--- src/rtl/spk_pkg.sv ---
package spk_pkg;

    typedef enum logic [1:0] {
        MODE_IF     = 2'd0,
        MODE_LIF    = 2'd1,
        MODE_SYN    = 2'd2,
        MODE_IF_ALT = 2'd3
    } nmode_e;

    typedef enum logic [1:0] {
        PH_IDLE    = 2'd0,
        PH_SYN_MUL = 2'd1,
        PH_MEM_MUL = 2'd2
    } phase_e;

endpackage

--- src/rtl/spk_sat_add.sv ---
module spk_sat_add #(
    parameter int W = 16
) (
    input  logic [W-1:0] a_i,
    input  logic [W-1:0] b_i,
    input  logic         sub_i,
    output logic [W-1:0] y_o
);
    localparam logic signed [W:0] MAX_V = {2'b00, {(W-1){1'b1}}};
    localparam logic signed [W:0] MIN_V = {2'b11, {(W-1){1'b0}}};

    logic signed [W:0] wide;

    always_comb begin
        if (sub_i) begin
            wide = {a_i[W-1], a_i} - {b_i[W-1], b_i};
        end else begin
            wide = {a_i[W-1], a_i} + {b_i[W-1], b_i};
        end
        if (wide > MAX_V) begin
            y_o = MAX_V[W-1:0];
        end else if (wide < MIN_V) begin
            y_o = MIN_V[W-1:0];
        end else begin
            y_o = wide[W-1:0];
        end
    end
endmodule

--- src/rtl/spk_fire_unit.sv ---
module spk_fire_unit #(
    parameter int W = 16
) (
    input  logic [W-1:0] pre_i,
    input  logic [W-1:0] thr_i,
    output logic         hit_o,
    output logic [W-1:0] post_o
);
    logic [W-1:0] reduced;

    spk_sat_add #(.W(W)) u_sub (
        .a_i   (pre_i),
        .b_i   (thr_i),
        .sub_i (1'b1),
        .y_o   (reduced)
    );

    always_comb begin
        hit_o  = $signed(pre_i) >= $signed(thr_i);
        post_o = hit_o ? reduced : pre_i;
    end
endmodule

--- src/rtl/spk_neuron_core.sv ---
module spk_neuron_core
    import spk_pkg::*;
#(
    parameter int STATE_W = 16,
    parameter int FACT_W  = 8
) (
    input  logic               clk,
    input  logic               rst_n,
    input  logic               step_i,
    input  logic [1:0]         mode_i,
    input  logic [STATE_W-1:0] in_sum_i,
    input  logic [STATE_W-1:0] thresh_i,
    input  logic [FACT_W-1:0]  beta_i,
    input  logic [FACT_W-1:0]  alpha_i,
    output logic               mul_req_o,
    output logic [STATE_W-1:0] mul_opnd_o,
    output logic [FACT_W-1:0]  mul_fact_o,
    input  logic               mul_ack_i,
    input  logic [STATE_W-1:0] mul_prod_i,
    output logic               busy_o,
    output logic               spike_o,
    output logic [STATE_W-1:0] mem_o,
    output logic [STATE_W-1:0] syn_o
);
    typedef struct packed {
        phase_e             phase;
        logic [1:0]         mode;
        logic [STATE_W-1:0] in_sum;
        logic [STATE_W-1:0] thr;
        logic [FACT_W-1:0]  beta;
        logic [FACT_W-1:0]  alpha;
        logic [STATE_W-1:0] mem;
        logic [STATE_W-1:0] syn;
        logic               spike;
    } core_t;

    core_t state_d, state_q;

    logic [STATE_W-1:0] add_a, add_b, add_sum;
    logic [STATE_W-1:0] fire_thr, fire_post;
    logic               fire_hit;

    // operand selection for the single exact accumulator
    always_comb begin
        add_a    = mul_prod_i;
        add_b    = state_q.in_sum;
        fire_thr = state_q.thr;
        unique case (state_q.phase)
            PH_IDLE: begin
                add_a    = state_q.mem;
                add_b    = in_sum_i;
                fire_thr = thresh_i;
            end
            PH_SYN_MUL: begin
                add_b = state_q.in_sum;
            end
            PH_MEM_MUL: begin
                add_b = (state_q.mode == MODE_SYN) ? state_q.syn : state_q.in_sum;
            end
            default: begin
                add_b = state_q.in_sum;
            end
        endcase
    end

    spk_sat_add #(.W(STATE_W)) u_acc (
        .a_i   (add_a),
        .b_i   (add_b),
        .sub_i (1'b0),
        .y_o   (add_sum)
    );

    spk_fire_unit #(.W(STATE_W)) u_fire (
        .pre_i  (add_sum),
        .thr_i  (fire_thr),
        .hit_o  (fire_hit),
        .post_o (fire_post)
    );

    // next-state computation
    always_comb begin
        state_d = state_q;
        unique case (state_q.phase)
            PH_IDLE: begin
                if (step_i) begin
                    state_d.mode   = mode_i;
                    state_d.in_sum = in_sum_i;
                    state_d.thr    = thresh_i;
                    state_d.beta   = beta_i;
                    state_d.alpha  = alpha_i;
                    if (mode_i == MODE_LIF) begin
                        state_d.phase = PH_MEM_MUL;
                    end else if (mode_i == MODE_SYN) begin
                        state_d.phase = PH_SYN_MUL;
                    end else begin
                        state_d.mem   = fire_post;
                        state_d.spike = fire_hit;
                    end
                end
            end
            PH_SYN_MUL: begin
                if (mul_ack_i) begin
                    state_d.syn   = add_sum;
                    state_d.phase = PH_MEM_MUL;
                end
            end
            PH_MEM_MUL: begin
                if (mul_ack_i) begin
                    state_d.mem   = fire_post;
                    state_d.spike = fire_hit;
                    state_d.phase = PH_IDLE;
                end
            end
            default: begin
                state_d.phase = PH_IDLE;
            end
        endcase
    end

    always_ff @(posedge clk) begin
        if (!rst_n) begin
            state_q <= '0;
        end else begin
            state_q <= state_d;
        end
    end

    always_comb begin
        busy_o     = state_q.phase != PH_IDLE;
        mul_req_o  = busy_o;
        mul_opnd_o = (state_q.phase == PH_SYN_MUL) ? state_q.syn : state_q.mem;
        mul_fact_o = (state_q.phase == PH_SYN_MUL) ? state_q.alpha : state_q.beta;
        spike_o    = state_q.spike;
        mem_o      = state_q.mem;
        syn_o      = state_q.syn;
    end
endmodule

--- config.mk ---
export PLATFORM = sky130hd
export DESIGN_NAME = spk_neuron_core
export DESIGN_NICKNAME = d
export VERILOG_FILES = /design/src/rtl/spk_pkg.sv /design/src/rtl/spk_sat_add.sv /design/src/rtl/spk_fire_unit.sv /design/src/rtl/spk_neuron_core.sv
export SDC_FILE = /design/constraint.sdc
export NUM_CORES = 1
export LEC_CHECK = 0
export ABC_AREA = 1
export BUFFER_PORTS_ARGS = -buffer_cell sky130_fd_sc_hd__buf_2
export CORE_ASPECT_RATIO = 2
export CORE_MARGIN = 1.5
export CORE_UTILIZATION = 29
export CTS_BUF_LIST = sky130_fd_sc_hd__clkbuf_4 sky130_fd_sc_hd__clkbuf_8
export CTS_CLUSTER_DIAMETER = 30
export DETAILED_ROUTE_END_ITERATION = 16
export HOLD_SLACK_MARGIN = 0.1
export PLACE_DENSITY = 0.58
export RECOVER_POWER = 25
export SKIP_CTS_REPAIR_TIMING = 1
export SLEW_MARGIN = 20
export SYNTH_ARGS = -nofsm -noshare
export SYNTH_HDL_FRONTEND = slang
export SYNTH_SLANG_ARGS = --single-unit
--- constraint.sdc ---
create_clock -name clk -period 5.3 [get_ports clk]
set_input_delay 0.53 -clock clk [delete_from_list [all_inputs] [get_ports clk]]
set_output_delay 0.53 -clock clk [all_outputs]
set_load 0.01 [all_outputs]
* Yosys cells after proc, flatten, opt, wreduce, memory -nomap -nowiden
Cells that the tools add are included.
** Storage, ports and cells
- Word-level logic and storage cells :: 60
- Flip-flop bits (word level) :: 85
- Output and inout port bits :: 59
** Operators by class
- Reduce and logical (&&, ||, !) cells :: 7
- Add/subtract/negate cells :: 2
- $lt $le $gt $ge :: 5
- Equality and inequality tests :: 11
- Mux-type cells :: 26
** Operators with widths (number)
- 2-to-1 mux 16 bit :: 12
- 2-to-1 mux 68 bit :: 1
- case mux 16 bit (2 select lines) :: 2
- > comparator 17 x 16 -> 1 bit, second input constant :: 2
- less-than comparator 17 x 16 -> 1 bit, second input constant :: 2
- adder 16 x 16 -> 17 bit :: 1
- subtractor 16 x 16 -> 17 bit :: 1
- >= comparator 16 bit :: 1
- inequality test 2 bit, second input constant :: 5
- 2-to-1 mux 2 bit :: 4
- 2-to-1 mux 8 bit :: 1
- == test 2 bit, second input constant :: 3
- case mux 2 bit (3 select lines) :: 1
- AND reduction 5 bit :: 1
- == test 2 x 1 -> 1 bit, second input constant :: 2
- 2-to-1 mux 1 bit :: 4
- AND reduction 2 bit :: 2
- AND reduction 4 bit :: 1
- nonzero test 2 bit :: 2
- inequality test 3 bit, second input constant :: 1
- zero test 2 bit :: 1
- case mux 1 bit (2 select lines) :: 1

* Longest topological paths before layout
Gate-level depths: netlist of the first run.
- Word-level depth :: 16
- Mapped depth :: 39
- Depth with buffers taken out :: 36

* Cells and area by module
A second synthesis of the first run with hierarchy kept.
** Unflattened totals
- Cell total of the unflattened synthesis :: 1385
- Area total of the unflattened synthesis :: 8421.8 µm²
** By module, submodules not included
- spk_neuron_core :: cells an instance 683, instances 1, area each 4490.6 µm²
- spk_sat_add at u_fire.u_sub :: cells an instance 288, instances 1, area each 1667.8 µm²
- spk_sat_add at u_acc :: cells an instance 287, instances 1, area each 1539.0 µm²
- spk_fire_unit :: cells an instance 127, instances 1, area each 724.4 µm²

* Least setup slack after synthesis of the first run
Ideal clock, no wire load.
- Path kind :: register to register
- From :: register state_q[82] (netlist name)
- To :: register state_q (netlist bit mem_o[0])
- Arrival :: 4.372 ns
- Stages on the path, launching flop included :: 35
- Clock period less this slack :: 4.505 ns
- Slack :: 0.795 ns
- Path through :: dfxtp_1 > inv_1 > nor2_1 > clkinv_1 > clkbuf_1 > a21oi_1 > a21oi_1 > ha_1 > fa_1 > nand2_1 > nand2_1 > nand3_2 > nand2_2 > nand2_2 > nand3_1 > nand2_2 > nand2_2 > nand2_1 > nand2_1 > ha_1 > fa_1 > nand3b_1 > nand2_1 > nand2_1 > nand2_2 > nand2_1 > nand2_1 > nand2_1 > nand2_1 > nand2_2 > buf_6 > nand2_1 > nand3_1 > nand3_1 > a21oi_1
** Between the ends
- Cells in the longest elaborated chain, start to end :: 16
** Ends and longest elaborated chain
- from (decl) :: line spk_neuron_core.sv:37 : core_t state_d, state_q;
- from (signal assigned) :: line spk_neuron_core.sv:124 : state_q <= state_d;
- == test 2 bit * :: line spk_neuron_core.sv:58 : add_b = (state_q.mode == MODE_SYN) ? state_q.syn : state_q.in_sum;
- 2-to-1 mux 16 bit * :: line spk_neuron_core.sv:58
- case mux 16 bit (2 select lines) * :: line spk_neuron_core.sv:48 : unique case (state_q.phase)
- adder 16 x 16 -> 17 bit * :: line spk_sat_add.sv:18 : wide = {a_i[W-1], a_i} + {b_i[W-1], b_i};
- less-than comparator 17 x 16 -> 1 bit :: line spk_sat_add.sv:22 : end else if (wide < MIN_V) begin
- 2-to-1 mux 16 bit :: line spk_sat_add.sv:22
- 2-to-1 mux 16 bit * :: line spk_sat_add.sv:20 : if (wide > MAX_V) begin
- subtractor 16 x 16 -> 17 bit :: line spk_sat_add.sv:16 : wide = {a_i[W-1], a_i} - {b_i[W-1], b_i};
- less-than comparator 17 x 16 -> 1 bit :: line spk_sat_add.sv:22
- 2-to-1 mux 16 bit :: line spk_sat_add.sv:22
- 2-to-1 mux 16 bit :: line spk_sat_add.sv:20
- 2-to-1 mux 16 bit * :: line spk_fire_unit.sv:20 : post_o = hit_o ? reduced : pre_i;
- 2-to-1 mux 16 bit :: line spk_neuron_core.sv:93 : end else if (mode_i == MODE_SYN) begin
- 2-to-1 mux 16 bit :: line spk_neuron_core.sv:91 : if (mode_i == MODE_LIF) begin
- 2-to-1 mux 68 bit :: line spk_neuron_core.sv:85 : if (step_i) begin
- case mux 16 bit (2 select lines) * :: line spk_neuron_core.sv:83 : unique case (state_q.phase)
Mark *: on every way between the ends. The rest lies on a longest branch, timed or not. The select of a mux whose other input is x is not followed.
A chain may end at the register's enable or synchronous reset.

* Worst setup path in the final report of the first run
- From :: register state_q[82] (netlist name)
- To :: register state_q (netlist bit mem_o[5])
** Between the ends
- Cells in the longest elaborated chain, start to end :: 16
** Ends and longest elaborated chain
- == test 2 bit * :: line spk_neuron_core.sv:58
- 2-to-1 mux 16 bit * :: line spk_neuron_core.sv:58
- case mux 16 bit (2 select lines) * :: line spk_neuron_core.sv:48
- adder 16 x 16 -> 17 bit * :: line spk_sat_add.sv:18
- less-than comparator 17 x 16 -> 1 bit :: line spk_sat_add.sv:22
- 2-to-1 mux 16 bit :: line spk_sat_add.sv:22
- 2-to-1 mux 16 bit * :: line spk_sat_add.sv:20
- named net add_sum[15] :: line spk_neuron_core.sv:39 : logic [STATE_W-1:0] add_a, add_b, add_sum;
- subtractor 16 x 16 -> 17 bit :: line spk_sat_add.sv:16
- less-than comparator 17 x 16 -> 1 bit :: line spk_sat_add.sv:22
- 2-to-1 mux 16 bit :: line spk_sat_add.sv:22
- 2-to-1 mux 16 bit :: line spk_sat_add.sv:20
- 2-to-1 mux 16 bit * :: line spk_fire_unit.sv:20
- 2-to-1 mux 16 bit :: line spk_neuron_core.sv:93
- 2-to-1 mux 16 bit :: line spk_neuron_core.sv:91
- 2-to-1 mux 68 bit :: line spk_neuron_core.sv:85
- case mux 16 bit (2 select lines) * :: line spk_neuron_core.sv:83
The timed path passes the listed nets; every way through them passes the cells marked *. The select of a mux whose other input is x is not followed.

==> flow_metrics.env, run 1 <==
export IMPL_syn_nets=1203
export IMPL_numPortBuffers=128
export IMPL_dpl_instance_area_um2=7476
export IMPL_initialDrtViolationCount=452
export IMPL_yosysWarningCount=0
export IMPL_utilization_pct=33.73
export IMPL_clock_insertion_delay_worst_skew_ns=0.41
export IMPL_layout_cell_area_non_filler_um2=7670
export IMPL_grt_max_degree=63
export IMPL_critical_path_max_stage_delay_ns=0.39
export IMPL_area_growth_pct=14.24
export IMPL_worstPathRequired_ns=5.57
export IMPL_layout_common_cells="315 x sky130_fd_sc_hd__nand2_1, 118 x sky130_fd_sc_hd__inv_1, 99 x sky130_fd_sc_hd__buf_2"
export IMPL_finish_net_count=1292
export IMPL_via_count=7216
export IMPL_worst_path_max_fanout=18
export IMPL_worstHoldEndpoint="state_q[39]$_SDFFE_PN0P_"
export IMPL_place_hpwl_mm=21.36
export IMPL_clock_tree_buffer_depth=2
export IMPL_core_rowCount=78
export IMPL_crit_path_frequent_cell="sky130_fd_sc_hd__nand2_1"
export IMPL_tns_ns=0
export IMPL_layout_drive_gt1_share_pct=16.54
export IMPL_ir_drop_uv=424.2
export IMPL_global_route_wire_length_before_repair_mm=38.97
export IMPL_detail_route_wirelength_mm=26.74
export IMPL_postSynthRegisterBits=85
export IMPL_residual_overflow_from_global_routing=0
export IMPL_drt_pass1_iterations=5
export IMPL_clockRootBuffer="sky130_fd_sc_hd__clkbuf_8"
export IMPL_report_final_setup_viol=0
export IMPL_post_route_period_util_pct=91.73
export IMPL_ios=129
export IMPL_hold_ws_ns=0.3518
export IMPL_tightestPinTransition_ns=1.787
export IMPL_hold_violations=0
export IMPL_synthesis_area_per_instance_um2=6.120
export IMPL_floorplan_die_height_um=218.2
export IMPL_hold_path_startpoint="alpha_i[6]"
export IMPL_ant_nets=0
export IMPL_final_common_cell="sky130_fd_sc_hd__nand2_1"
export IMPL_drt_drc_violations_left=0
export IMPL_fp_coreArea_um2=22740
export IMPL_avgViaCountPerCell=4.899
export IMPL_layout_cells_non_filler=1473
export IMPL_setup_reg_to_reg_worst_slack_ns=0.44
export IMPL_outcome="finished with violations"
export IMPL_cp_start_kind="register"
export IMPL_gpl_final_weighted_congestion=1.085
export IMPL_synth_sequential_area_ratio_pct=25.34
export IMPL_fp_dieArea_um2=24130
export IMPL_end_kind="register"
export IMPL_cts_tree="yes"
export IMPL_syn_area_um2=6714
export IMPL_fmaxAchievable_ghz=0.2057
export IMPL_ff2ff_path_depth=34
export IMPL_initial_core_util_pct=29.53
export IMPL_dpl_cell_count=1452
export IMPL_cts_num_sinks=85
export IMPL_timing_hold_worst_path_depth=3
export IMPL_r2r_end="mem_o[5]$_SDFFE_PN0P_"
export IMPL_clkTransAtPathRegs_ns=0.09
export IMPL_die_width_um=110.6
export IMPL_synth_lib_cells_used_distinct=40
export IMPL_cts_buffers_inserted=9
export IMPL_fin_worst_skew_ns=0.01970
export IMPL_slew_limit_headroom_pct=-19.10
export IMPL_worst_setup_path_type="register to register"
export IMPL_worst_endpoint_arrival_ns=5.13
export IMPL_routedWlPerCell_um=18.15
export IMPL_grt_pass1_vias=6976
export IMPL_slew_viol_final=41
export IMPL_cpMaxStageDelayCell="sky130_fd_sc_hd__ha_1"
export IMPL_cts_max_level=3
export IMPL_pwr_density_cell_nw_per_um2=821.8
export IMPL_maxCapViolCount=1
export IMPL_timing_final_crit_period_ns=4.862
export IMPL_syn_instance_count=1097
export IMPL_failed_checks="capacitance limit, slew limit"
export IMPL_crit_reg2reg_launch="state_q[82]$_SDFFE_PN0P_"
export IMPL_leakage_nw=4.000
export IMPL_hold_path_class="input port to register"
export IMPL_track_usage_pct=21.52
export IMPL_grt_antenna_before_repair=2
-- sequential cells by signal, indices dropped and copies added (netlist names) --
name and cells:
mem_o 16, syn_o 16, state_q 52, spike_o 1
-- routing by layer --
| metal | GRT usage [%] | part of all wire [%] |
|---|---|---|
| met5 | 0 | 0 |
| met4 | 20.13 | 9.8 |
| met2 | 40.49 | 52 |
| met1 | 19.70 | 35 |
| met3 | 2.690 | 2.9 |
-- kinds of logic (layout without fill, tap and decap cells) --
kind of cell    Yosys count  in the layout  share of synthesized area (%)
compound gates          218            218                          17.26
xor+xnor                 18             18                          2.348
fa+ha+maj                36             36                          6.933
buf+inv                 209            303                          14.16
flops                    85             85                          25.34
mux                       6              6                         0.8946
other cells               0              2                              0
simple gates            525            525                          33.06
-- cells in the mapped netlist (all sizes together) --
master,instances,area share [%]
a21oi,95,7.2
and2,1,0.093
buf,43,4.8
clkbuf,35,2.0
clkinv,2,0.11
dfxtp,85,25
fa,2,0.60
ha,34,6.3
inv,129,7.2
mux2i,6,0.89
nand2,340,20
nand3,67,5.3
nand3b,4,0.45
nand4,4,0.47
nor2,101,5.9
nor3,5,0.52
o211ai,2,0.22
o21ai,98,7.3
o21bai,7,0.78
o221ai,7,0.91
o22ai,9,0.84
or2,3,0.28
xnor2,2,0.26
xor2,16,2.1
-- how the worst max path moves through the flow --
stage | startpoint | end | slack, ns | depth (start not counted)
3_5_place_dp | state_q[82]$_SDFFE_PN0P_ | mem_o[9]$_SDFFE_PN0P_ | 0.21 | 33
5_1_grt | state_q[82]$_SDFFE_PN0P_ | mem_o[13]$_SDFFE_PN0P_ | -0.008 | 35
4_1_cts | state_q[82]$_SDFFE_PN0P_ | mem_o[9]$_SDFFE_PN0P_ | 0.19 | 33
3_3_place_gp | state_q[82]$_SDFFE_PN0P_ | mem_o[9]$_SDFFE_PN0P_ | 0.22 | 30
6_report | state_q[82]$_SDFFE_PN0P_ | mem_o[5]$_SDFFE_PN0P_ | 0.44 | 34
2_1_floorplan | state_q[82]$_SDFFE_PN0P_ | mem_o[0]$_SDFFE_PN0P_ | 0.80 | 34
-- stage by stage --
step                setup WS, ns  power (mW)
floorplan                 0.7954       4.495
global placement          0.2209       5.719
detailed placement        0.2146       5.727
CTS                       0.1853       6.209
global route           -0.007660       6.869
finish                    0.4383       6.303
-- worst max-delay path, delay by kind of cell, from the launching register on --
family,cells,cell delay [ns]
flip-flops,1,0.33
adder cells (fa/ha/maj),2,0.73
AO/OA/AOI/OAI,5,0.52
buffers and inverters,8,1.07
AND/OR/NAND/NOR,19,2.05
-- report_power, final --
part	switching, mW	internal (mW)
Sequential	0.139	0.745
Clock	0.286	0.179
Combinational	3.26	1.70
Total	3.68	2.62
-- layout make-up --
class	instances	area (um2)
timing repair inverter	1	7.507
multi-input combinational	803	4100
clock inverter	6	46.29
timing repair buffer	155	829.5
inverter	131	498.0
antenna	2	5.005
clock buffer	10	131.4
fill	2566	15070
tap	280	350.3
sequential	85	1702
(Power assumes the default switching activity.)
==> run 2, diff against run 1 <==
- CORE_MARGIN: 1.5 -> default
==> flow_metrics.env, run 2 (synthesis results as in run 1) <==
export IMPL_top_layer_used="met4"
export IMPL_finish_net_count=1306
export IMPL_cts_num_sinks=85
export IMPL_maxCapViolCount=1
export IMPL_floorplan_die_height_um=217.2
export IMPL_slew_limit_headroom_pct=-10.99
export IMPL_dpl_instance_area_um2=7616
export IMPL_cpMaxStageDelayCell="sky130_fd_sc_hd__ha_1"
export IMPL_count_of_antenna_diodes_in_the_layout=0
export IMPL_end_kind="register"
export IMPL_tns_ns=0
export IMPL_clock_insertion_delay_worst_skew_ns=0.41
export IMPL_slew_viol_final=41
export IMPL_via_count=7268
export IMPL_initial_core_util_pct=29.53
export IMPL_critical_path_max_stage_delay_ns=0.45
export IMPL_initialDrtViolationCount=283
export IMPL_ff2ff_path_depth=36
export IMPL_final_critical_path_setup_slack_ns=0.4200
export IMPL_clock_tree_buffer_depth=2
export IMPL_r2r_end="mem_o[6]$_SDFFE_PN0P_"
export IMPL_cts_tree="yes"
export IMPL_place_hpwl_mm=21.68
export IMPL_fp_dieArea_um2=23800
export IMPL_track_usage_pct=22.93
export IMPL_cp_start_kind="register"
export IMPL_layout_cell_area_non_filler_um2=7762
export IMPL_crit_reg2reg_launch="state_q[82]$_SDFFE_PN0P_"
export IMPL_fin_worst_skew_ns=0.01419
export IMPL_outcome="finished with violations"
export IMPL_fp_coreArea_um2=22740
export IMPL_power_internal_mw=2.939
export IMPL_utilization_pct=34.14
export IMPL_design_power_total_mw=6.688
export IMPL_switching_share_pct=56.05
export IMPL_tightestPinTransition_ns=1.665
export IMPL_drt_pass1_iterations=4
export IMPL_power_share_clock_pct=7.0
export IMPL_rsz0062_at_grt="false"
export IMPL_cts_buffers_inserted=9
export IMPL_timing_final_crit_period_ns=4.880
export IMPL_hold_path_class="input port to register"
export IMPL_setup_reg_to_reg_worst_slack_ns=0.42
export IMPL_layout_drive_gt1_share_pct=17.43
export IMPL_met2RoutedLength_mm=14.68
export IMPL_worst_endpoint_arrival_ns=5.18
export IMPL_fmaxAchievable_ghz=0.2049
export IMPL_worst_path_max_fanout=10
export IMPL_residual_overflow_from_global_routing=0
export IMPL_numPortBuffers=128
export IMPL_hold_ws_ns=0.3409
export IMPL_cts_max_level=3
export IMPL_post_route_period_util_pct=92.08
export IMPL_ir_drop_uv=438.4
export IMPL_drt_drc_violations_left=0
export IMPL_pwr_density_cell_nw_per_um2=861.5
export IMPL_failed_checks="capacitance limit, slew limit"
export IMPL_leakage_nw=4.066
export IMPL_layout_cells_non_filler=1485
export IMPL_detail_route_wirelength_mm=26.61
export IMPL_seqPwrFrac_pct=13.3
export IMPL_met1Wirelength_mm=8.870
export IMPL_grt_pass1_vias=7109
export IMPL_worstPathRequired_ns=5.60
export IMPL_hold_violations=0
export IMPL_routedWlPerCell_um=17.92
export IMPL_crit_path_frequent_cell="sky130_fd_sc_hd__nand2_1"
export IMPL_worstSetupStartpoint="state_q[82]$_SDFFE_PN0P_"
export IMPL_report_final_setup_viol=0
export IMPL_grt_antenna_before_repair=0
export IMPL_dpl_cell_count=1469
export IMPL_endpoint="mem_o[6]$_SDFFE_PN0P_"
export IMPL_area_growth_pct=15.62
export IMPL_ant_nets=0
export IMPL_largest_register_ffs=52
export IMPL_switching_power_mw=3.748
export IMPL_fillerInstances=2595
export IMPL_power_share_combinational_pct=79.7
export IMPL_gpl_final_weighted_congestion=1.033
export IMPL_global_route_wire_length_before_repair_mm=39.63
export IMPL_grt_max_degree=63
export IMPL_die_width_um=109.6
export IMPL_ios=129
export IMPL_clkTransAtPathRegs_ns=0.11
export IMPL_core_rowCount=78
export IMPL_worst_setup_slack_after_placement_ns=0.2952
export IMPL_largest_register="state_q"
export IMPL_clockRootBuffer="sky130_fd_sc_hd__clkbuf_8"
export IMPL_avgViaCountPerCell=4.894
export IMPL_layout_common_cells="315 x sky130_fd_sc_hd__nand2_1, 118 x sky130_fd_sc_hd__inv_1, 99 x sky130_fd_sc_hd__buf_2"
export IMPL_worst_setup_path_type="register to register"
export IMPL_detailroute_wirelength_met3_um=968
export IMPL_final_common_cell="sky130_fd_sc_hd__nand2_1"
run 2: cell types whose count changed in the layout (fill, tap and decap cells not counted), sizes merged:
| cell | previous run | this run |
|---|---|---|
| buf | 122 | 136 |
| diode | 2 | 0 |
| inv | 131 | 133 |
| clkinv | 3 | 2 |
| clkinvlp | 4 | 3 |
run 2: how the worst min path moves through the flow:
stage                        startpoint                       end  cells after the start
2_1_floorplan  state_q[75]$_SDFFE_PN0P_  state_q[75]$_SDFFE_PN0P_                      2
3_3_place_gp   state_q[66]$_SDFFE_PN0P_  state_q[66]$_SDFFE_PN0P_                      2
3_5_place_dp   state_q[76]$_SDFFE_PN0P_  state_q[76]$_SDFFE_PN0P_                      2
4_1_cts                       beta_i[2]  state_q[43]$_SDFFE_PN0P_                      3
5_1_grt                       beta_i[2]  state_q[43]$_SDFFE_PN0P_                      3
6_report                     alpha_i[6]  state_q[39]$_SDFFE_PN0P_                      3
run 2: layer usage:
layer	global-route usage (%)	up-vias
met5	0	-
met1	20.63	3329
met3	3.684	71
met2	43.71	179
met4	17.56	0
li1	-	3689
run 2: area by class of cell:
cell class / instances / area (um2) / area share (%)
Multi-Input combinational cell: 803 / 4084 / 52.61
Clock buffer: 9 / 123.9 / 1.596
Timing Repair Buffer: 170 / 950.9 / 12.25
Tap cell: 280 / 350.3 / 4.513
Inverter: 131 / 494.2 / 6.367
Clock inverter: 7 / 56.30 / 0.7253
Sequential cell: 85 / 1703 / 21.94
run 2: power groups by stage:
| stage | logic, mW | clock network, mW | registers (mW) |
|---|---|---|---|
| 2_1_floorplan | 3.67 | 0 | 0.822 |
| 3_3_place_gp | 5.30 | 0 | 0.895 |
| 3_5_place_dp | 5.31 | 0 | 0.896 |
| 4_1_cts | 5.33 | 0.483 | 0.881 |
| 5_1_grt | 5.97 | 0.502 | 0.894 |
| 6_report | 5.33 | 0.469 | 0.887 |
run 2: critical path: cells and delay by family (launching register included):
kind | cells | cell delay [ns]
AOI/OAI and AO/OA | 3 | 0.29
adders and majority gates | 2 | 0.76
and+or+nand+nor | 24 | 2.50
DFF | 1 | 0.34
buffers and inverters | 7 | 0.88
